[config.mk]
export PLATFORM = sky130hd
export DESIGN_NAME = uart_flowctl
export DESIGN_NICKNAME = d
export VERILOG_FILES = /design/src/rtl/flowctl_pkg.sv /design/src/rtl/flowctl_sync.sv /design/src/rtl/flowctl_rts.sv /design/src/rtl/flowctl_txgate.sv /design/src/rtl/uart_flowctl.sv
export SDC_FILE = /design/constraint.sdc
export NUM_CORES = 1
export LEC_CHECK = 0
export BUFFER_PORTS_ARGS = -buffer_cell sky130_fd_sc_hd__buf_2
export CORE_AREA = 2 2 39 41
export DETAILED_ROUTE_END_ITERATION = 6
export DIE_AREA = 0 0 41 43
export GPL_ROUTABILITY_DRIVEN = 0
export GPL_TIMING_DRIVEN = 0
export PLACE_DENSITY_LB_ADDON = 0.2
export SETUP_SLACK_MARGIN = 0.2
export SYNTH_ARGS = -nofsm -noshare
export SYNTH_HDL_FRONTEND = slang
export SYNTH_HIERARCHICAL = 1
export SYNTH_SLANG_ARGS = --single-unit
export TNS_END_PERCENT = 100
[constraint.sdc]
create_clock -name clk_i -period 0.95 [get_ports clk_i]
set_input_delay 0.095 -clock clk_i [delete_from_list [all_inputs] [get_ports clk_i]]
set_output_delay 0.095 -clock clk_i [all_outputs]
set_load 0.005 [all_outputs]
[src/rtl/flowctl_pkg.sv]
package flowctl_pkg;
   typedef enum logic [1:0] {
      TRG_ONE  = 2'b00,
      TRG_QTR  = 2'b01,
      TRG_HALF = 2'b10,
      TRG_HIGH = 2'b11
   } trig_sel_e;

   // Map a trigger code onto a character level.
   function automatic int unsigned trig_level(trig_sel_e sel, int unsigned l0, int unsigned l1,
                                              int unsigned l2, int unsigned l3);
      case (sel)
         TRG_ONE:  return l0;
         TRG_QTR:  return l1;
         TRG_HALF: return l2;
         default:  return l3;
      endcase
   endfunction
endpackage

[src/rtl/flowctl_sync.sv]
module flowctl_sync #(
   parameter int unsigned STAGES    = 2,
   parameter logic        RESET_VAL = 1'b1
) (
   input  logic clk_i,
   input  logic rst_ni,
   input  logic d_i,
   output logic q_o
);
   generate
      if (STAGES < 2) begin : g_bad
         $error("flowctl_sync needs at least two stages");
      end
   endgenerate

   logic [STAGES-1:0] chain_q;

   always_ff @(posedge clk_i or negedge rst_ni) begin
      if (!rst_ni) chain_q <= {STAGES{RESET_VAL}};
      else         chain_q <= {chain_q[STAGES-2:0], d_i};
   end

   assign q_o = chain_q[STAGES-1];
endmodule

[src/rtl/flowctl_rts.sv]
module flowctl_rts
   import flowctl_pkg::*;
#(
   parameter int unsigned DEPTH   = 16,
   parameter int unsigned LVL0    = 1,
   parameter int unsigned LVL1    = 4,
   parameter int unsigned LVL2    = 8,
   parameter int unsigned LVL3    = 14,
   parameter bit          OUT_REG = 1'b1,
   localparam int unsigned CNT_W  = $clog2(DEPTH + 1)
) (
   input  logic             clk_i,
   input  logic             rst_ni,
   input  logic             auto_en_i,
   input  logic             sw_rts_i,
   input  logic [CNT_W-1:0] count_i,
   input  trig_sel_e        sel_i,
   output logic             rts_no
);
   generate
      if (LVL0 == 0 || LVL3 > DEPTH || LVL0 > LVL1 || LVL1 > LVL2 || LVL2 > LVL3) begin : g_bad
         $error("flowctl_rts trigger levels must be ascending and within 1..DEPTH");
      end
   endgenerate

   logic [CNT_W-1:0] thr_lvl;
   logic             rts_nxt;

   always_comb begin
      thr_lvl = CNT_W'(trig_level(sel_i, LVL0, LVL1, LVL2, LVL3));
      if (auto_en_i) rts_nxt = (count_i >= thr_lvl);
      else           rts_nxt = ~sw_rts_i;
   end

   generate
      if (OUT_REG) begin : g_reg
         logic rts_q;
         always_ff @(posedge clk_i or negedge rst_ni) begin
            if (!rst_ni) rts_q <= 1'b1;
            else         rts_q <= rts_nxt;
         end
         assign rts_no = rts_q;

         a_r3_stop_at_level: assert property (@(posedge clk_i) disable iff (!rst_ni)
            ($past(rst_ni) && $past(auto_en_i) && ($past(count_i) >= $past(thr_lvl))) |-> rts_no);
         a_r4_go_below_level: assert property (@(posedge clk_i) disable iff (!rst_ni)
            ($past(rst_ni) && $past(auto_en_i) && ($past(count_i) < $past(thr_lvl))) |-> !rts_no);
         a_r5_manual_rts: assert property (@(posedge clk_i) disable iff (!rst_ni)
            ($past(rst_ni) && !$past(auto_en_i)) |-> (rts_no == !$past(sw_rts_i)));
      end else begin : g_comb
         assign rts_no = rts_nxt;
      end
   endgenerate

   a_r3_count_in_range: assert property (@(posedge clk_i) disable iff (!rst_ni)
      count_i <= CNT_W'(DEPTH));
endmodule

[src/rtl/flowctl_txgate.sv]
module flowctl_txgate (
   input  logic clk_i,
   input  logic rst_ni,
   input  logic auto_en_i,
   input  logic cts_clear_i,
   input  logic tx_idle_i,
   output logic permit_o
);
   logic permit_q;

   always_ff @(posedge clk_i or negedge rst_ni) begin
      if (!rst_ni)        permit_q <= 1'b0;
      else if (!auto_en_i) permit_q <= 1'b1;
      else if (tx_idle_i)  permit_q <= cts_clear_i;
   end

   assign permit_o = permit_q;

   a_r8_hold_while_busy: assert property (@(posedge clk_i) disable iff (!rst_ni)
      ($past(rst_ni) && $past(auto_en_i) && !$past(tx_idle_i)) |-> $stable(permit_o));
   a_r9_free_when_manual: assert property (@(posedge clk_i) disable iff (!rst_ni)
      ($past(rst_ni) && !$past(auto_en_i)) |-> permit_o);
endmodule

[src/rtl/uart_flowctl.sv]
module uart_flowctl
   import flowctl_pkg::*;
#(
   parameter int unsigned DEPTH      = 16,
   parameter int unsigned SYNC_STAGES = 2,
   parameter int unsigned LVL0       = 1,
   parameter int unsigned LVL1       = 4,
   parameter int unsigned LVL2       = 8,
   parameter int unsigned LVL3       = 14,
   localparam int unsigned CNT_W     = $clog2(DEPTH + 1)
) (
   input  logic             clk_i,
   input  logic             rst_ni,
   input  logic             fifo_en_i,
   input  logic             auto_rts_en_i,
   input  logic             auto_cts_en_i,
   input  logic             sw_rts_i,
   input  logic [CNT_W-1:0] rx_count_i,
   input  logic [1:0]       trig_sel_i,
   input  logic             cts_ni,
   input  logic             tx_idle_i,
   output logic             rts_no,
   output logic             tx_permit_o
);
   logic auto_rts, auto_cts, cts_n_sync;

   // both automatic modes need FIFO mode.
   assign auto_rts = fifo_en_i & auto_rts_en_i;
   assign auto_cts = fifo_en_i & auto_cts_en_i;

   flowctl_rts #(
      .DEPTH(DEPTH), .LVL0(LVL0), .LVL1(LVL1), .LVL2(LVL2), .LVL3(LVL3), .OUT_REG(1'b1)
   ) u_rts (
      .clk_i(clk_i), .rst_ni(rst_ni), .auto_en_i(auto_rts), .sw_rts_i(sw_rts_i),
      .count_i(rx_count_i), .sel_i(trig_sel_e'(trig_sel_i)), .rts_no(rts_no)
   );

   flowctl_sync #(.STAGES(SYNC_STAGES), .RESET_VAL(1'b1)) u_cts_sync (
      .clk_i(clk_i), .rst_ni(rst_ni), .d_i(cts_ni), .q_o(cts_n_sync)
   );

   flowctl_txgate u_gate (
      .clk_i(clk_i), .rst_ni(rst_ni), .auto_en_i(auto_cts), .cts_clear_i(~cts_n_sync),
      .tx_idle_i(tx_idle_i), .permit_o(tx_permit_o)
   );

   a_r6_fifo_off_rts_manual: assert property (@(posedge clk_i) disable iff (!rst_ni)
      ($past(rst_ni) && !$past(fifo_en_i)) |-> (rts_no == !$past(sw_rts_i)));
   a_r6_fifo_off_permit: assert property (@(posedge clk_i) disable iff (!rst_ni)
      ($past(rst_ni) && !$past(fifo_en_i)) |-> tx_permit_o);
endmodule

==> impl_metrics.tcl, run 1 <==
set metrics [dict create \
    ys_seq_elements 4 \
    relSlewSlack_pct 77.5 \
    num-nets-final 65 \
    drv_cap 0 \
    die_h_um 43 \
    grt_overflow_total 0 \
    p_leak_nw 0.212 \
    synth.top_cell.area_share_pct 32.8 \
    min_path_type "in -> reg" \
    synthCells 23 \
    grt_max_degree 5 \
    hold_slack_ps 23.2 \
    antenna_found_initial 0 \
    start_util_pct 17.4 \
    clkTransAtPathRegs_ps 40 \
    tightest_slew_ps 337 \
    end_kind "primary output" \
    clock_path_buffers 2 \
    postCtsSetupRepairBufs 0 \
    crit_buf_inv 1 \
    combPwrFrac_pct 22.1 \
    yosysWarnings 6 \
    internal_power_uw 414 \
    grt_pass1_wl_um 910 \
    synthesis.area_um2 240 \
    final.setup.worst_slack_ps 22.0 \
    cts_sinks 4 \
    syn_to_final_growth_pct 87.5 \
    syn_area_per_cell_um2 10.4 \
    cp_cell_sequence "buf_6" \
    fin_crit_sh_pct 97.7 \
    detail_route.iter0.violations 0 \
    crit_type "reg -> out" \
    n_fill_cell 153 \
    syn-num-nets 42 \
    p_sw_uw 121 \
    p_per_area_nw_per_um2 1190 \
    num_rows 14 \
    p_clk_share_pct 42.5 \
    pre_cts_slack_ps -207 \
    synthTopCellsByArea "dfstp_2 (33%), ha_1 (21%), dfrtp_1 (10%)" \
    dieArea_um2 1760 \
    cp_slowest_stage_delay_ps 520 \
    root_buffer "clkbuf_4" \
    switching_share_pct 22.7 \
    routed_wl_um 599 \
    synth_top_cell_by_area "dfstp_2" \
    die_w_um 41 \
    cp_slowest_cell "dfstp_2" \
    htreeDepth 1 \
    cp.arrival_ps 830 \
    placed_area_um2 348 \
    pin_count 17 \
    worst_r2r_path_depth 3 \
    pwr-share-seq_pct 35.5 \
    rsz0062_at_grt "true" \
    slew_viol_final 0 \
    grt_pass1_vias 253 \
    port-buffer-count 16 \
    cts_tree "yes" \
    synth_cell_type_count 12 \
    post-route-min-period_ps 928 \
    postLayoutCellArea_um2 450 \
    max_freq_ghz 1.08 \
    antenna_left 0 \
    vdd_drop_max_mv 0.316 \
    firstDrtPassIters 1 \
    critPathRequiredTime_ps 850 \
    hold_violations 0 \
    whs_path_depth 2 \
    routedWlPerCell_um 9.82 \
    status "finished, final reports clean" \
    cp_top_family "flip-flops" \
    cp-start-kind "register" \
    setup_violations 0 \
    finClkSkew_ps 2.80 \
    yosysSeqAreaShare_pct 43.2 \
    drive_above_1_share_pct 62.2 \
    drc 0 \
    clk_latency_ps 230 \
    cp.depth 1 \
    total_power_uw 536 \
    coreArea_um2 1380 \
    num_vias 240 \
    vias_per_cell 3.93 \
    grt_usage_pct 8.04 \
    n_antenna_cell 0 \
    cts_made_buffers 3 \
    crit_path_max_fanout 1 \
]
[repair_timing]
item,CTS,global route
gates cloned,0,0
hold buffers,2,0
endpoints found under the setup margin,4,4
gates resized for setup,6,7
hold endpoints to repair,5,0
pin swaps,4,5
[logic make-up after synthesis]
kind of cell               count (synthesis)  synth area share (%)
DFF                                        4                  43.2
muxes                                      1                  4.17
adders and majority gates                  4                  20.8
buffers and inverters                      5                  7.81
and+or+nand+nor                            6                  13.5
AOI/OAI and AO/OA                          3                  10.4
[layer usage]
| metal | share of wire, % | wire length, um | vias up | global-route usage [%] |
|---|---|---|---|---|
| li1 | - | - | 123 | - |
| met1 | 40 | 240 | 101 | 8.39 |
| met2 | 49 | 291 | 16 | 12.2 |
| met3 | 11 | 67 | 0 | 1.57 |
| met4 | 0 | 0 | 0 | 8.00 |
| met5 | 0 | 0 | - | 0 |
[sequential cells by signal, summed over array words and instances, names as in the netlist]
name / cells
u_cts_sync/chain_q: 2
u_gate/permit_o: 1
u_rts/rts_no: 1
[layout make-up]
class | count | area (um2) | share of cell area (%)
multi-input combinational | 14 | 155 | 34.4
timing repair buffer | 18 | 126 | 28.1
sequential | 4 | 104 | 23.1
clock buffer | 4 | 26.3 | 5.83
tap | 16 | 20.0 | 4.44
inverter | 5 | 18.8 | 4.17
[per-stage QoR]
| stage | std cells | util [%] | TNS (ps) |
|---|---|---|---|
| detailed placement | 55 | 25.1 | -207 |
| finish | 61 | 32.5 | 0 |
| CTS | 61 | 30.6 | 0 |
| floorplan | 23 | - | -24.9 |
| global route | 61 | 32.5 | -1.82 |
| global placement | 55 | 25.1 | -226 |
[path summary, 6_finish.rpt]
path	slack (ps)	end	start
worst max register to register	110	u_gate/permit_o$_DFFE_PN0P_	u_cts_sync/chain_q[1]$_DFF_PN1_
worst min register to register	360	u_cts_sync/chain_q[1]$_DFF_PN1_	u_cts_sync/chain_q[0]$_DFF_PN1_
max in group asynchronous	550	u_cts_sync/chain_q[0]$_DFF_PN1_	rst_ni
min in group asynchronous	190	u_gate/permit_o$_DFFE_PN0P_	rst_ni
worst min-delay path	20	u_rts/rts_no$_DFF_PN1_	sw_rts_i
worst max-delay path	20	rts_no	u_rts/rts_no$_DFF_PN1_
[cells in the final DEF (no fill, tap or decap)]
cell           count
nor2_4             1
nand2_1            2
dlygate4sd3_1      2
buf_6              1
inv_2              1
buf_8              2
or3b_1             1
dfstp_2            3
a2111oi_2          1
inv_1              4
ha_4               1
a22oi_2            1
buf_2             13
o2111ai_2          1
ha_1               3
clkbuf_4           3
mux2i_1            1
clkbuf_1           1
dfrtp_1            1
and2_1             2
[cell usage after synthesis, drive strengths merged]
master / number
a22oi: 1
o2111ai: 1
dfstp: 3
or3b: 1
a2111oi: 1
nor2: 1
inv: 5
dfrtp: 1
ha: 4
mux2i: 1
and2: 2
nand2: 2
[power by group through the flow]
stage               clock, mW  combinational (mW)  sequential [mW]
CTS                     0.242              0.0983            0.189
global route            0.256               0.135            0.191
finish                  0.228               0.118            0.190
detailed placement          0              0.0797            0.191
global placement            0              0.0810            0.190
floorplan                   0              0.0319            0.191
(Power assumes the default switching activity.)
==> inputs of run 2 (changes only) <==
clock period = 1 ns   (was 0.95 ns; I/O delays follow)
==> impl_metrics.tcl, run 2 (same netlist as run 1, synthesis figures left out) <==
set metrics [dict create \
    status "finished, final reports clean" \
    min_path_type "in -> reg" \
    switching_share_pct 22.2 \
    die_w_um 41 \
    num_rows 14 \
    tightest_slew_ps 333 \
    cp-start-kind "register" \
    grt_pass1_wl_um 910 \
    cp.depth 1 \
    largest_reg_flops 2 \
    start_util_pct 17.4 \
    cp_top_family "flip-flops" \
    vias_per_cell 3.92 \
    hold_slack_ps 33.6 \
    root_buffer "clkbuf_4" \
    final_cell_mix "buf_2 (13), inv_1 (4), clkbuf_4 (3), dfstp_2 (3), ha_1 (3)" \
    fin_crit_sh_pct 93.3 \
    detail_route.iter0.violations 0 \
    place_inst 55 \
    regMostFlops "u_cts_sync/chain_q" \
    drv_cap 0 \
    num_vias 239 \
    hold_violations 0 \
    clock_path_buffers 2 \
    grt_overflow_total 0 \
    drive_above_1_share_pct 57.8 \
    crit_path_max_fanout 1 \
    final_common_cell "buf_2" \
    pwr-share-seq_pct 36.0 \
    worst_r2r_path_depth 3 \
    final.setup.worst_slack_ps 67.0 \
    cts_made_buffers 3 \
    pin_count 17 \
    cp_cell_sequence "buf_6" \
    cts_sinks 4 \
    syn_to_final_growth_pct 81.8 \
    combPwrFrac_pct 20.8 \
    whs_path_depth 2 \
    cp.arrival_ps 830 \
    relSlewSlack_pct 77.8 \
    p_per_area_nw_per_um2 1150 \
    clk_latency_ps 230 \
    die_h_um 43 \
    grt_max_degree 5 \
    pre_cts_slack_ps -162 \
    p_leak_nw 0.210 \
    drc 0 \
    grt_usage_pct 8.04 \
    port-buffer-count 16 \
    rsz0062_at_grt "true" \
    dieArea_um2 1760 \
    crit_type "reg -> out" \
    total_power_uw 501 \
    antenna_left 0 \
    cp_slowest_cell "dfstp_2" \
    n_antenna_cell 0 \
    crit_buf_inv 1 \
    slew_viol_final 0 \
    p_clk_share_pct 43.2 \
    max_freq_ghz 1.07 \
    num-nets-final 65 \
    p_sw_uw 111 \
    finClkSkew_ps 2.78 \
    vdd_drop_max_mv 0.278 \
    routedWlPerCell_um 9.54 \
    clkTransAtPathRegs_ps 40 \
    end_kind "primary output" \
    setup_violations 0 \
    internal_power_uw 389 \
    instances_no_fill 61 \
    cts_tree "yes" \
    routed_wl_um 582 \
    critPathRequiredTime_ps 900 \
    htreeDepth 1 \
    post-route-min-period_ps 933 \
    antenna_found_initial 0 \
    firstDrtPassIters 1 \
    grt_pass1_vias 253 \
    coreArea_um2 1380 \
    cp_slowest_stage_delay_ps 520 \
]
==> run 2: changes by cell type in the layout (fill, tap and decap cells not counted) <==
cell,previous run,this run
buf_8,2,1
a22oi_2,1,0
a2111oi_1,0,1
a22oi_1,0,1
a2111oi_2,1,0
buf_6,1,2
==> run 2: metal layers <==
metal	vias up	track usage, %	wire (um)
met3	0	1.57	67
li1	122	-	-
met5	-	0	0
met4	0	8.00	0
met2	16	12.2	267
met1	101	8.39	247
==> run 2: worst paths after layout <==
path / start / to / slack [ps]
worst max-delay path: u_rts/rts_no$_DFF_PN1_ / rts_no / 70
worst min-delay path: sw_rts_i / u_rts/rts_no$_DFF_PN1_ / 30
worst max register to register: u_cts_sync/chain_q[1]$_DFF_PN1_ / u_gate/permit_o$_DFFE_PN0P_ / 160
worst min register to register: u_cts_sync/chain_q[0]$_DFF_PN1_ / u_cts_sync/chain_q[1]$_DFF_PN1_ / 360
max in group asynchronous: rst_ni / u_cts_sync/chain_q[0]$_DFF_PN1_ / 600
min in group asynchronous: rst_ni / u_gate/permit_o$_DFFE_PN0P_ / 200
==> run 2: stage by stage <==
| stage | util, % | cell area (um2) | TNS, ps |
|---|---|---|---|
| final | 31.6 | 437 | 0 |
| after floorplan | - | 248 | 0 |
| after CTS | 30.6 | 423 | 0 |
| after global placement | 25.1 | 348 | -181 |
| after global routing | 31.6 | 437 | 0 |
| after detailed placement | 25.1 | 348 | -162 |
==> run 2: cell type report <==
class / instances / area [um2]
sequential: 4 / 104
clock buffer: 4 / 26.3
inverter: 5 / 18.8
fill: 153 / 947
timing repair buffer: 18 / 123
tap: 16 / 20.0
multi-input combinational: 14 / 145
==> run 2: repair_timing <==
| action | CTS | global route |
|---|---|---|
| resized for setup | 6 | 4 |
| setup endpoints to repair | 4 | 4 |
| pin swaps | 4 | 2 |
| hold endpoints to repair | 5 | 0 |
| hold buffers | 2 | 0 |
| buffers inserted | 0 | 0 |
==> run 2: power by group through the flow <==
| stage | Clock (mW) | Sequential [mW] | Combinational [mW] |
|---|---|---|---|
| after floorplan | 0 | 0.182 | 0.0303 |
| after global placement | 0 | 0.181 | 0.0770 |
| after detailed placement | 0 | 0.181 | 0.0757 |
| after CTS | 0.229 | 0.179 | 0.0933 |
| after global routing | 0.243 | 0.181 | 0.119 |
| final | 0.216 | 0.180 | 0.104 |
==> inputs of run 3 (changes only) <==
CELL_PAD_IN_SITES_DETAIL_PLACEMENT = 1   (was not set)
CELL_PAD_IN_SITES_GLOBAL_PLACEMENT = 2   (was not set)
==> impl_metrics.tcl, run 3 (same netlist as run 1, synthesis figures left out) <==
set metrics [dict create \
    critPathRequiredTime_ps 900 \
    cp-start-kind "register" \
    num_rows 14 \
    final_cell_mix "buf_2 (13), inv_1 (5), clkbuf_4 (3), dfstp_2 (3), ha_1 (3)" \
    drive_above_1_share_pct 62.2 \
    dieArea_um2 1760 \
    cp_slowest_stage_delay_ps 510 \
    cp_top_family "flip-flops" \
    start_util_pct 17.4 \
    drc 0 \
    crit_path_max_fanout 1 \
    firstDrtPassIters 2 \
    relSlewSlack_pct 78.9 \
    total_power_uw 501 \
    routedWlPerCell_um 9.11 \
    clkTransAtPathRegs_ps 40 \
    rrSetupSlack_ps 160 \
    drv_cap 0 \
    cp_slowest_cell "dfstp_2" \
    p_per_area_nw_per_um2 1110 \
    final_common_cell "buf_2" \
    syn_to_final_growth_pct 87.0 \
    setup_violations 0 \
    status "finished, final reports clean" \
    grt_max_degree 5 \
    num-nets-final 65 \
    die_w_um 41 \
    min_to "u_rts/rts_no$_DFF_PN1_" \
    worst_r2r_path_depth 3 \
    postLayoutCellArea_um2 449 \
    regMostFlops "u_cts_sync/chain_q" \
    max_freq_ghz 1.08 \
    cp_cell_sequence "buf_6" \
    grt_pass1_wl_um 828 \
    root_buffer "clkbuf_4" \
    finClkSkew_ps 3.85 \
    end_kind "primary output" \
    vdd_drop_max_mv 0.375 \
    num_vias 236 \
    fin_crit_sh_pct 92.3 \
    grt_overflow_total 0 \
    min_path_type "in -> reg" \
    cp.arrival_ps 820 \
    cts_made_buffers 3 \
    largest_reg_flops 2 \
    grt_usage_pct 7.06 \
    fin_tns_setup_ps 0 \
    r2r-end "u_gate/permit_o$_DFFE_PN0P_" \
    regToRegStartpoint "u_cts_sync/chain_q[1]$_DFF_PN1_" \
    antenna_left 0 \
    tightest_slew_ps 316 \
    pin_count 17 \
    placed_area_um2 348 \
    antenna_found_initial 0 \
    vias_per_cell 3.87 \
    postCtsSetupRepairBufs 0 \
    die_h_um 43 \
    pre_cts_slack_ps -216 \
    utilization_pct 32.5 \
    cts_tree "yes" \
    crit_type "reg -> out" \
    cts_sinks 4 \
    crit_buf_inv 1 \
    routed_wl_um 556 \
    place_inst 55 \
    detail_route.iter0.violations 1 \
    clk_latency_ps 230 \
    p_leak_nw 0.214 \
    htreeDepth 1 \
    hold_violations 0 \
    holdCritStartpoint "sw_rts_i" \
    hold_slack_ps 32.6 \
    post-route-min-period_ps 923 \
    grt_pass1_vias 247 \
    rsz0062_at_grt "true" \
    port-buffer-count 16 \
    dp_hpwl_um 467 \
    clock_path_buffers 2 \
    coreArea_um2 1380 \
    slew_viol_final 0 \
    instances_no_fill 61 \
    n_antenna_cell 0 \
    whs_path_depth 2 \
    final.setup.worst_slack_ps 77.0 \
]
==> run 3: cell types whose count changed in the layout (fill, tap and decap cells not counted) <==
| cell | before | now |
|---|---|---|
| a2111oi_2 | 0 | 1 |
| a22oi_2 | 0 | 1 |
| or3b_4 | 0 | 1 |
| a2111oi_1 | 1 | 0 |
| a22oi_1 | 1 | 0 |
| inv_2 | 1 | 0 |
| inv_1 | 4 | 5 |
| or3b_1 | 1 | 0 |
==> run 3: how the worst max path moves through the flow <==
| stage | endpoint | slack [ps] | cells past startpoint | from |
|---|---|---|---|---|
| 2_1_floorplan | u_rts/rts_no$_DFF_PN1_ | 20 | 5 | trig_sel_i[1] |
| 4_1_cts | u_rts/rts_no$_DFF_PN1_ | 60 | 6 | trig_sel_i[0] |
| 5_1_grt | rts_no | 50 | 1 | u_rts/rts_no$_DFF_PN1_ |
| 6_report | rts_no | 80 | 1 | u_rts/rts_no$_DFF_PN1_ |
| 3_3_place_gp | u_rts/rts_no$_DFF_PN1_ | -190 | 6 | trig_sel_i[1] |
| 3_5_place_dp | u_rts/rts_no$_DFF_PN1_ | -220 | 6 | trig_sel_i[1] |
==> run 3: cell type report <==
cell class	count	area, um2
Clock buffer	4	26.3
Fill cell	159	935
Inverter	5	18.8
Multi-Input combinational cell	14	158
Sequential cell	4	104
Tap cell	16	20.0
Timing Repair Buffer	18	123
==> run 3: metal layers <==
metal | track usage (%) | part of all wire (%) | vias up
met5 | 0 | 0 | -
met4 | 4.00 | 0 | 0
met3 | 1.57 | 5.9 | 0
met2 | 11.6 | 54 | 8
met1 | 7.84 | 40 | 106
li1 | - | - | 122
==> run 3: report_power, final <==
group / total, mW / switching (mW) / internal (mW)
sequential: 0.180 / 0.00294 / 0.177
clock: 0.210 / 0.0606 / 0.149
combinational: 0.111 / 0.0442 / 0.0666
==> run 3: timing repair <==
action,CTS,global route
endpoints found under the hold margin,5,0
hold buffers,2,0
pin swaps,4,0
setup endpoints to repair,4,4
gates resized for setup,8,4
